===== src/rtl/i2cm_pkg.sv =====
`timescale 1ns/1ps
package i2cm_pkg;
  localparam int DIV_W = 5;

  localparam logic [1:0] SEL_DATA   = 2'd0;
  localparam logic [1:0] SEL_STATUS = 2'd1;
  localparam logic [1:0] SEL_CTRL   = 2'd2;
  localparam logic [1:0] SEL_CLK    = 2'd3;

  typedef enum logic [2:0] {
    PH_IDLE, PH_START, PH_BIT, PH_HOLD, PH_STOP
  } phase_e;

  // strobes from control to datapath
  typedef struct packed {
    logic shiftEn;
    logic lrbLoad;
    logic byteEnd;
    logic stopDone;
  } strobe_t;

  typedef struct packed {
    logic             ackClk;
    logic             ackBit;
    logic             fast;
    logic [DIV_W-1:0] div;
  } clkcfg_t;
endpackage


===== src/rtl/i2cm_datapath.sv =====
`timescale 1ns/1ps
module i2cm_datapath
  import i2cm_pkg::*;
#(
  parameter int DATA_W = 8
) (
  input  logic              clk,
  input  logic              rstN,
  input  logic              regWr,
  input  logic [1:0]        regSel,
  input  logic [7:0]        regWdata,
  input  logic              sdaIn,
  input  strobe_t           strobe,
  output clkcfg_t           cfg,
  output logic              txMode,
  output logic              dataMsb,
  output logic              startReq,
  output logic              stopReq,
  output logic              byteReq,
  output logic [7:0]        statusOut,
  output logic [DATA_W-1:0] dataOut,
  output logic              irq
);
  logic master, busy, pendN, lrb, enable;
  logic [DATA_W-1:0] shiftReg;
  logic wrData, wrStat, wrCtrl, wrClk, dataLoad;

  assign wrData = regWr && (regSel == SEL_DATA);
  assign wrStat = regWr && (regSel == SEL_STATUS);
  assign wrCtrl = regWr && (regSel == SEL_CTRL);
  assign wrClk  = regWr && (regSel == SEL_CLK);

  assign startReq = wrStat && regWdata[7] && regWdata[5] && !busy && enable;
  assign stopReq  = wrStat && !regWdata[5] && busy && master && !pendN;
  assign byteReq  = wrData && busy && master && !pendN;
  // loads only when no byte, START or STOP is in flight
  assign dataLoad = wrData && (!busy || !pendN);

  always_ff @(posedge clk or negedge rstN) begin
    if (!rstN) begin
      master   <= 1'b0;
      txMode   <= 1'b0;
      busy     <= 1'b0;
      pendN    <= 1'b1;
      lrb      <= 1'b0;
      enable   <= 1'b0;
      irq      <= 1'b0;
      shiftReg <= '0;
      cfg      <= '0;
    end else begin
      irq <= 1'b0;
      if (wrStat) begin
        master <= regWdata[7];
        txMode <= regWdata[6];
      end
      if (startReq) begin
        busy  <= 1'b1;
        pendN <= 1'b1;
      end
      if (stopReq || byteReq) pendN <= 1'b1;
      if (strobe.stopDone) busy <= 1'b0;
      if (strobe.byteEnd) begin
        pendN <= 1'b0;
        irq   <= 1'b1;
      end
      if (strobe.lrbLoad) lrb <= sdaIn;
      if (dataLoad) shiftReg <= DATA_W'(regWdata);
      else if (strobe.shiftEn) shiftReg <= {shiftReg[DATA_W-2:0], sdaIn};
      if (wrCtrl) enable <= regWdata[3];
      if (wrClk) cfg <= clkcfg_t'(regWdata);
    end
  end

  assign dataMsb   = shiftReg[DATA_W-1];
  assign dataOut   = shiftReg;
  assign statusOut = {master, txMode, busy, pendN, 3'b000, lrb};
endmodule


===== src/rtl/i2cm_ctrl.sv =====
`timescale 1ns/1ps
module i2cm_ctrl
  import i2cm_pkg::*;
#(
  parameter int BYTE_BITS = 8
) (
  input  logic    clk,
  input  logic    rstN,
  input  logic    startReq,
  input  logic    stopReq,
  input  logic    byteReq,
  input  clkcfg_t cfg,
  input  logic    txMode,
  input  logic    dataMsb,
  output strobe_t strobe,
  output logic    sclLow,
  output logic    sdaLow
);
  localparam int CNT_W = DIV_W + 3;
  localparam int BIT_W = $clog2(BYTE_BITS + 1);
  localparam logic [BIT_W-1:0] ACK_IDX = BIT_W'(BYTE_BITS);

  phase_e           phase;
  logic [CNT_W-1:0] cnt, qLast, base;
  logic [1:0]       qIdx;
  logic [BIT_W-1:0] bitCnt, lastBit;
  logic             sdaLowR, tick, bitDrive;

  always_comb begin
    base  = CNT_W'(cfg.div) + CNT_W'(1);
    qLast = (cfg.fast ? base : (base << 2)) - CNT_W'(1);
  end

  assign tick    = (cnt == '0);
  assign lastBit = cfg.ackClk ? ACK_IDX : ACK_IDX - BIT_W'(1);

  always_comb begin
    if (bitCnt < ACK_IDX) bitDrive = txMode ? !dataMsb : 1'b0;
    else                  bitDrive = txMode ? 1'b0 : !cfg.ackBit;
  end

  always_ff @(posedge clk or negedge rstN) begin
    if (!rstN) begin
      phase   <= PH_IDLE;
      cnt     <= '0;
      qIdx    <= '0;
      bitCnt  <= '0;
      sdaLowR <= 1'b0;
    end else begin
      case (phase)
        PH_IDLE: if (startReq) begin
          phase   <= PH_START;
          cnt     <= qLast;
          qIdx    <= '0;
          sdaLowR <= 1'b1;
        end
        PH_HOLD: if (byteReq) begin
          phase  <= PH_BIT;
          cnt    <= qLast;
          qIdx   <= '0;
          bitCnt <= '0;
        end else if (stopReq) begin
          phase <= PH_STOP;
          cnt   <= qLast;
          qIdx  <= '0;
        end
        default: if (!tick) begin
          cnt <= cnt - CNT_W'(1);
        end else begin
          cnt  <= qLast;
          qIdx <= qIdx + 2'd1;
          if (phase == PH_START && qIdx == 2'd1) begin
            phase  <= PH_BIT;
            qIdx   <= '0;
            bitCnt <= '0;
          end
          if (phase == PH_BIT) begin
            if (qIdx == 2'd0) sdaLowR <= bitDrive;
            if (qIdx == 2'd3) begin
              if (bitCnt == lastBit) phase <= PH_HOLD;
              else bitCnt <= bitCnt + BIT_W'(1);
            end
          end
          if (phase == PH_STOP) begin
            if (qIdx == 2'd0) sdaLowR <= 1'b1;
            if (qIdx == 2'd2) sdaLowR <= 1'b0;
            if (qIdx == 2'd3) phase <= PH_IDLE;
          end
        end
      endcase
    end
  end

  always_comb begin
    strobe.shiftEn  = (phase == PH_BIT) && tick && (qIdx == 2'd2) && (bitCnt < ACK_IDX);
    strobe.lrbLoad  = (phase == PH_BIT) && tick && (qIdx == 2'd2) && (bitCnt == ACK_IDX);
    strobe.byteEnd  = (phase == PH_BIT) && tick && (qIdx == 2'd3) && (bitCnt == lastBit);
    strobe.stopDone = (phase == PH_STOP) && tick && (qIdx == 2'd3);
  end

  always_comb begin
    if (phase == PH_BIT || phase == PH_STOP) sclLow = !qIdx[1];
    else                                      sclLow = (phase == PH_HOLD);
  end
  assign sdaLow = sdaLowR;
endmodule


===== src/rtl/i2c_master_engine.sv =====
`timescale 1ns/1ps
module i2c_master_engine
  import i2cm_pkg::*;
(
  input  logic       clk,
  input  logic       rstN,
  input  logic       regWr,
  input  logic [1:0] regSel,
  input  logic [7:0] regWdata,
  input  logic       sdaIn,
  output logic [7:0] statusOut,
  output logic [7:0] dataOut,
  output logic       irq,
  output logic       sclDriveLow,
  output logic       sdaDriveLow
);
  strobe_t strobe;
  clkcfg_t cfg;
  logic txMode, dataMsb, startReq, stopReq, byteReq;

  i2cm_datapath #(.DATA_W(8)) u_dp (
    .clk(clk), .rstN(rstN), .regWr(regWr), .regSel(regSel), .regWdata(regWdata),
    .sdaIn(sdaIn), .strobe(strobe), .cfg(cfg), .txMode(txMode), .dataMsb(dataMsb),
    .startReq(startReq), .stopReq(stopReq), .byteReq(byteReq),
    .statusOut(statusOut), .dataOut(dataOut), .irq(irq)
  );

  i2cm_ctrl #(.BYTE_BITS(8)) u_ctrl (
    .clk(clk), .rstN(rstN), .startReq(startReq), .stopReq(stopReq), .byteReq(byteReq),
    .cfg(cfg), .txMode(txMode), .dataMsb(dataMsb), .strobe(strobe),
    .sclLow(sclDriveLow), .sdaLow(sdaDriveLow)
  );
endmodule


===== config.mk =====
export PLATFORM = sky130hd
export DESIGN_NAME = i2c_master_engine
export DESIGN_NICKNAME = d
export VERILOG_FILES = /design/src/rtl/i2cm_pkg.sv /design/src/rtl/i2cm_datapath.sv /design/src/rtl/i2cm_ctrl.sv /design/src/rtl/i2c_master_engine.sv
export SDC_FILE = /design/constraint.sdc
export NUM_CORES = 1
export LEC_CHECK = 0
export ABC_AREA = 1
export BUFFER_PORTS_ARGS = -buffer_cell sky130_fd_sc_hd__clkbuf_2
export CELL_PAD_IN_SITES_DETAIL_PLACEMENT = 0
export CELL_PAD_IN_SITES_GLOBAL_PLACEMENT = 2
export CORE_MARGIN = 4
export CORE_UTILIZATION = 30
export CTS_BUF_LIST = sky130_fd_sc_hd__clkbuf_4
export DETAILED_ROUTE_END_ITERATION = 12
export PLACE_DENSITY = 0.69
export SLEW_MARGIN = 20
export SYNTH_ARGS = -nofsm -noshare
export SYNTH_HDL_FRONTEND = slang
export SYNTH_SLANG_ARGS = --single-unit
export TNS_END_PERCENT = 10

===== constraint.sdc =====
create_clock -name clk -period 1.9 [get_ports clk]
set_clock_uncertainty 0.05 [all_clocks]
set_input_delay 0.475 -clock clk [delete_from_list [all_inputs] [get_ports clk]]
set_output_delay 0.475 -clock clk [all_outputs]
set_load 0.05 [all_outputs]

== Word level (Yosys, flattened, before mapping) ==
Index checks and enable logic that the tools add are counted.

* $add $sub $neg: 5
* Magnitude comparators: 1
* Eq/ne operators: 15
* Muxes and demuxes: 49
* Bitwise logic cells: 2
* Reduce and logical (&&, ||, !) cells: 48

{| class="wikitable"
|+ Operators with widths
! cell !! number
|-
| 8-bit 2-to-1 mux || 7
|-
| 3-bit 2-to-1 mux || 10
|-
| 4-bit 2-to-1 mux || 7
|-
| 1-bit logical AND || 25
|-
| 8-bit one-hot mux with 2 select lines || 1
|-
| 8-bit by 1-bit subtractor with 8-bit output, second input constant || 2
|-
| 1-bit 2-to-1 mux || 15
|-
| 2-bit 2-to-1 mux || 5
|-
| 3-bit AND reduction || 3
|-
| 2-bit equality test, second input constant || 4
|-
| 8-bit logical NOT || 1
|-
| 4-bit one-hot mux with 2 select lines || 1
|-
| 2-bit nonzero test || 4
|-
| 5-bit by 1-bit adder with 6-bit output, second input constant || 1
|-
| 3-bit by 2-bit equality test with 1-bit output, second input constant || 2
|-
| 1-bit logical NOT || 6
|-
| 3-bit one-hot mux with 2 select lines || 1
|-
| 3-bit nonzero test || 2
|-
| 4-bit by 1-bit adder with 4-bit output, second input constant || 1
|-
| 2-bit by 1-bit equality test with 1-bit output, second input constant || 2
|-
| 4-bit equality test || 1
|-
| 4-bit equality test, second input constant || 1
|-
| 2-bit logical NOT || 2
|-
| 4-bit < comparator, second input constant || 1
|-
| other kinds (11) || 15
|}

* Flip-flop bits (word level): 41
* Output and inout bits: 19
* Word-level logic and storage cells: 137

== Depth between registers and ports, before layout ==
* Depth in word-level cells: 10
* Gate-level depth with buffers: 13
* Mapped depth without buffers: 13

== Hierarchy ==
A second synthesis with hierarchy kept.

* Cells, all modules: 381
* Area, all modules: 2793.9 um^2

{| class="wikitable"
|+ By module, submodules not included
! module !! instances !! cells each !! area an instance (um^2) !! seq. area each (um^2)
|-
| i2cm_ctrl || 1 || 265 || 1657.8 || 450.4
|-
| i2cm_datapath || 1 || 116 || 1136.1 || 576.8
|}

== Least setup slack after synthesis ==
Ideal clock, no wire load.

* Path kind: register -> output
* From: reg u_ctrl.phase[1]
* To: out sclDriveLow
* Arrival time: 1.233 ns
* Path slack: 0.142 ns
* Cell stages (with the launch flop): 8
* Path through: dfrtp_1 -> nor2_2 -> inv_1 -> nor2_1 -> inv_1 -> nand2_1 -> nand2_1 -> nand2_1

* Word-level cells in the longest chain between the ends: 3
* Elaborated cells between the ends (all ways): 5
* Those cells by class: 3 x eq/ne; 1 x mux; 1 x reduce/logical

{| class="wikitable"
|+ Ends and longest elaborated chain
! element !! RTL line !! source
|-
| start: declaration || i2cm_ctrl.sv:23 || <nowiki>phase_e phase;</nowiki>
|-
| start signal: assignment || i2cm_ctrl.sv:44 || <nowiki>phase <= PH_IDLE;</nowiki>
|-
| start signal: assignment || i2cm_ctrl.sv:52 || <nowiki>phase <= PH_START;</nowiki>
|-
| start signal: assignment || i2cm_ctrl.sv:58 || <nowiki>phase <= PH_BIT;</nowiki>
|-
| 3-bit by 2-bit equality test with 1-bit output or 3-bit equality test (tied branches) || i2cm_ctrl.sv:102 || <nowiki>if (phase == PH_BIT || phase == PH_STOP) sclLow = !qIdx[1];</nowiki>
|-
| 1-bit logical OR || i2cm_ctrl.sv:102 ||
|-
| 1-bit 2-to-1 mux (*) || i2cm_ctrl.sv:102 ||
|-
| end: declaration || i2c_master_engine.sv:14 || <nowiki>output logic sclDriveLow,</nowiki>
|}

Every way passes the cells marked *; elsewhere a longest branch is shown, timed or not.

== Worst setup path after layout ==
* From: reg u_ctrl.phase[0]
* To: out sclDriveLow

Same word-level chain as after synthesis.

==> results.yml <==
run_status:
  status: "finished, violations left"
  violations: "negative setup slack"
critical_path:
  cp_common_cell: "nand2_1"
  cp_max_fo: 4
  path_cells: "nor2_2 > inv_1 > nor2_2 > inv_2 > nand2_1 > nand2_1 > nand2_1 > buf_8"
  critPathCaptureType: "output port"
  critPathLaunchType: "flop"
  cpPeakStageDelay_ns: 0.45
  path_delay_family: "flip-flops"
  path_class: "reg2out"
  critical_path_buf_inv_count: 3
  critical_path.slowest_cell: "dfrtp_1"
  arrival_ns: 1.51
  required_ns: 1.37
clocking:
  cts_root_buffer: "clkbuf_4"
  h-tree-depth: 2
  cts_tree: "done"
  clk_pin_slew_ns: 0.13
  cts_buffers: 5
  clk_latency_ns: 0.36
  clkSinkCount: 41
  postCtsHoldBufs: 0
  clk_path_buf_depth: 2
placement:
  place_inst: 511
  portBuffers: 29
  hpwl_um: 5640
  gp_congestion: 0.8453
synth:
  netlist_area_sq_um: 2795
  ys_seq_elements: 41
  synth_edf_count: 0
  synth_top_area_share_pct: 35.81
  async_flop_share_pct: 100.0
  synth_flop_cell: "dfrtp_1"
  synthDistinctLibCells: 44
  yosysSeqAreaShare_pct: 36.75
  synth_area_leader_cell: "dfrtp_1"
  ys_warn_count: 0
  synth_top_cells_by_area: "dfrtp_1 36%, nand2_1 12%, inv_1 5.4%, nand3_1 5.2%, o21ai_0 4.3%"
  synth.avg_cell_area_sq_um: 7.514
  netlist_instances: 372
layout:
  seq_area_sq_um: 1027
  antenna_cells: 0
  fillers: 934
  multi_input_area_sq_um: 1493
  fin_cells: 520
  nets: 431
  area_growth_syn_to_layout_pct: 15.98
  drive_above_1_share_pct: 25.24
sta:
  finalSetupViolCount: 1
  slew_violations: 0
  period_share_pct: 106.8
  period_needed_ns: 2.030
  rsz0062_at_grt: "yes"
  worstMarginPinSlew_ns: 0.5459
  fin_hold_ws_ns: 0.02198
  maxSlewHeadroom_pct: 63.15
  fin_ws_ns: -0.1301
  max_freq_mhz: 492.6
  hold_viol: 0
power:
  peakVddDrop_v: 0.0004519
  p_total_mw: 4.784
  p_per_area_nw_per_um2: 1476
  power_leakage_nw: 1.614
routing:
  drtIter0Drc: 142
  drcViolationCount: 0
  vias_per_cell: 4.806
  routedWlPerCell_um: 14.02
  firstDrtPassIters: 4
  routed_wl_um: 7291
  via_count: 2499
  ant_nets: 0
die:
  io_pins: 33
  die_x_um: 104.5
  start_util_pct: 31.44
  core_area_sq_um: 8891
  dieHeight_um: 104.5
  rows: 34
  die_area_sq_um: 10930
global_routing:
  grt_pass1_wl_um: 12660
  overflow: 0
  antenna_found_initial: 0
  grt_pass1_vias: 2500
  grt_max_degree: 42
  grt.total_usage_pct: 14.10
min_path:
  hold_class: "in2async"
flow_run:
  maxCapViolations: 0
==> metal layers <==
layer  GRT usage, %  vias to the layer above  share of wire [%]  routed length (um)
li1               -                     1300                  -                   -
met1          21.20                     1141                 53                3858
met2          20.89                       51                 42                3063
met3          2.669                        7                4.2                 303
met4          3.134                        0               0.89                  65
met5              0                        -                  0                   0
==> placed cells by master (no fill, tap or decap), types with 2 or more instances in the layout <==
cell type,instances
o21ai_0,24
nand3_1,29
a21oi_1,8
o211ai_2,4
nand2_2,8
or2_2,2
nor2_1,19
inv_2,9
dfrtp_1,40
nand3_2,5
o21ai_1,10
buf_4,14
nand2_1,89
a31oi_1,2
xor2_1,3
nand2_4,2
o211ai_1,6
clkinv_2,2
clkbuf_2,28
conb_1,3
o21ai_2,4
clkinv_1,2
clkbuf_4,5
inv_1,39
nor2_2,7
ha_1,6
nor2_4,2
nand3b_1,2
o21a_1,9
nor3_2,2
bufinv_16,2
nand4_1,9
==> registers in the layout, summed over array words and instances (netlist names) <==
name,cells
u_ctrl.cnt,8
u_dp.cfg,8
u_dp.dataOut,8
u_ctrl.bitCnt,4
u_ctrl.phase,3
u_ctrl.qIdx,2
u_ctrl.sdaLow,1
u_dp.busy,1
u_dp.enable,1
u_dp.irq,1
u_dp.lrb,1
u_dp.master,1
u_dp.pendN,1
u_dp.txMode,1
==> stage by stage <==
step	util (%)	setup TNS [ns]	setup slack [ns]	cell area, sq um
after global routing	36.46	-0.3052	-0.2236	3242
after global placement	34.86	-0.005875	-0.005875	3099
final	36.46	-0.1301	-0.1301	3242
after detailed placement	34.86	0	0.01716	3099
after CTS	36.22	-0.1474	-0.1474	3221
after floorplan	-	0	0.1424	2803
==> power breakdown <==
part	switching, mW	total, mW	internal [mW]
clock network	0.317	0.724	0.408
registers	0.242	1.37	1.13
logic	1.77	2.69	0.912
total	2.33	4.78	2.45
==> cells in the mapped netlist, types with 8 or more instances <==
library cell / instances
inv_2: 8
buf_4: 9
o21a_1: 9
o21ai_1: 10
nand2_1: 89
a21oi_1: 9
dfrtp_1: 40
inv_1: 40
nand2_2: 9
nand3_1: 29
nor2_1: 21
nand4_1: 9
o21ai_0: 24
==> cell type report <==
cell class | count | area share (%)
clock buffers | 5 | 1.158
flip-flops and latches | 41 | 31.69
well taps | 108 | 4.168
repair buffers | 45 | 8.993
inverters | 51 | 5.944
multi-input cells | 267 | 46.04
clock inverters | 3 | 2.007
==> cell families after synthesis <==
group                    Yosys count  synth area share [%]
AND/OR/NAND/NOR                  180                 31.29
AO/OA/AOI/OAI                     73                 16.74
buffers and inverters             66                 10.79
flip-flops                        41                 36.75
adder cells (fa/ha/maj)            6                 2.686
XOR/XNOR                           4                 1.254
other                              1                0.1342
multiplexers                       1                0.3581
==> what timing repair did <==
| action | CTS | global route |
|---|---|---|
| pin swaps | 1 | 1 |
| gates resized for setup | 4 | 6 |
| setup buffers | 1 | 0 |
| endpoints found under the setup margin | 1 | 14 |
==> path summary, 6_finish.rpt <==
check / depth (start not counted) / endpoint / slack [ns] / from
min in group clk: 3 / u_dp.cfg[1]$_DFFE_PN0P_ / 0.31 / regWdata[1]
setup reg to reg: 10 / u_ctrl.cnt[6]$_DFFE_PN0P_ / 0.12 / u_dp.cfg[0]$_DFFE_PN0P_
hold / removal: 2 / u_ctrl.phase[0]$_DFFE_PN0P_ / 0.02 / rstN
hold reg to reg: 2 / u_ctrl.cnt[4]$_DFFE_PN0P_ / 0.46 / u_ctrl.cnt[4]$_DFFE_PN0P_
max in group asynchronous: 2 / u_dp.pendN$_DFFE_PN1P_ / 1.52 / rstN
setup / recovery: 8 / sclDriveLow / -0.13 / u_ctrl.phase[0]$_DFFE_PN0P_
(Power assumes the default switching activity.)
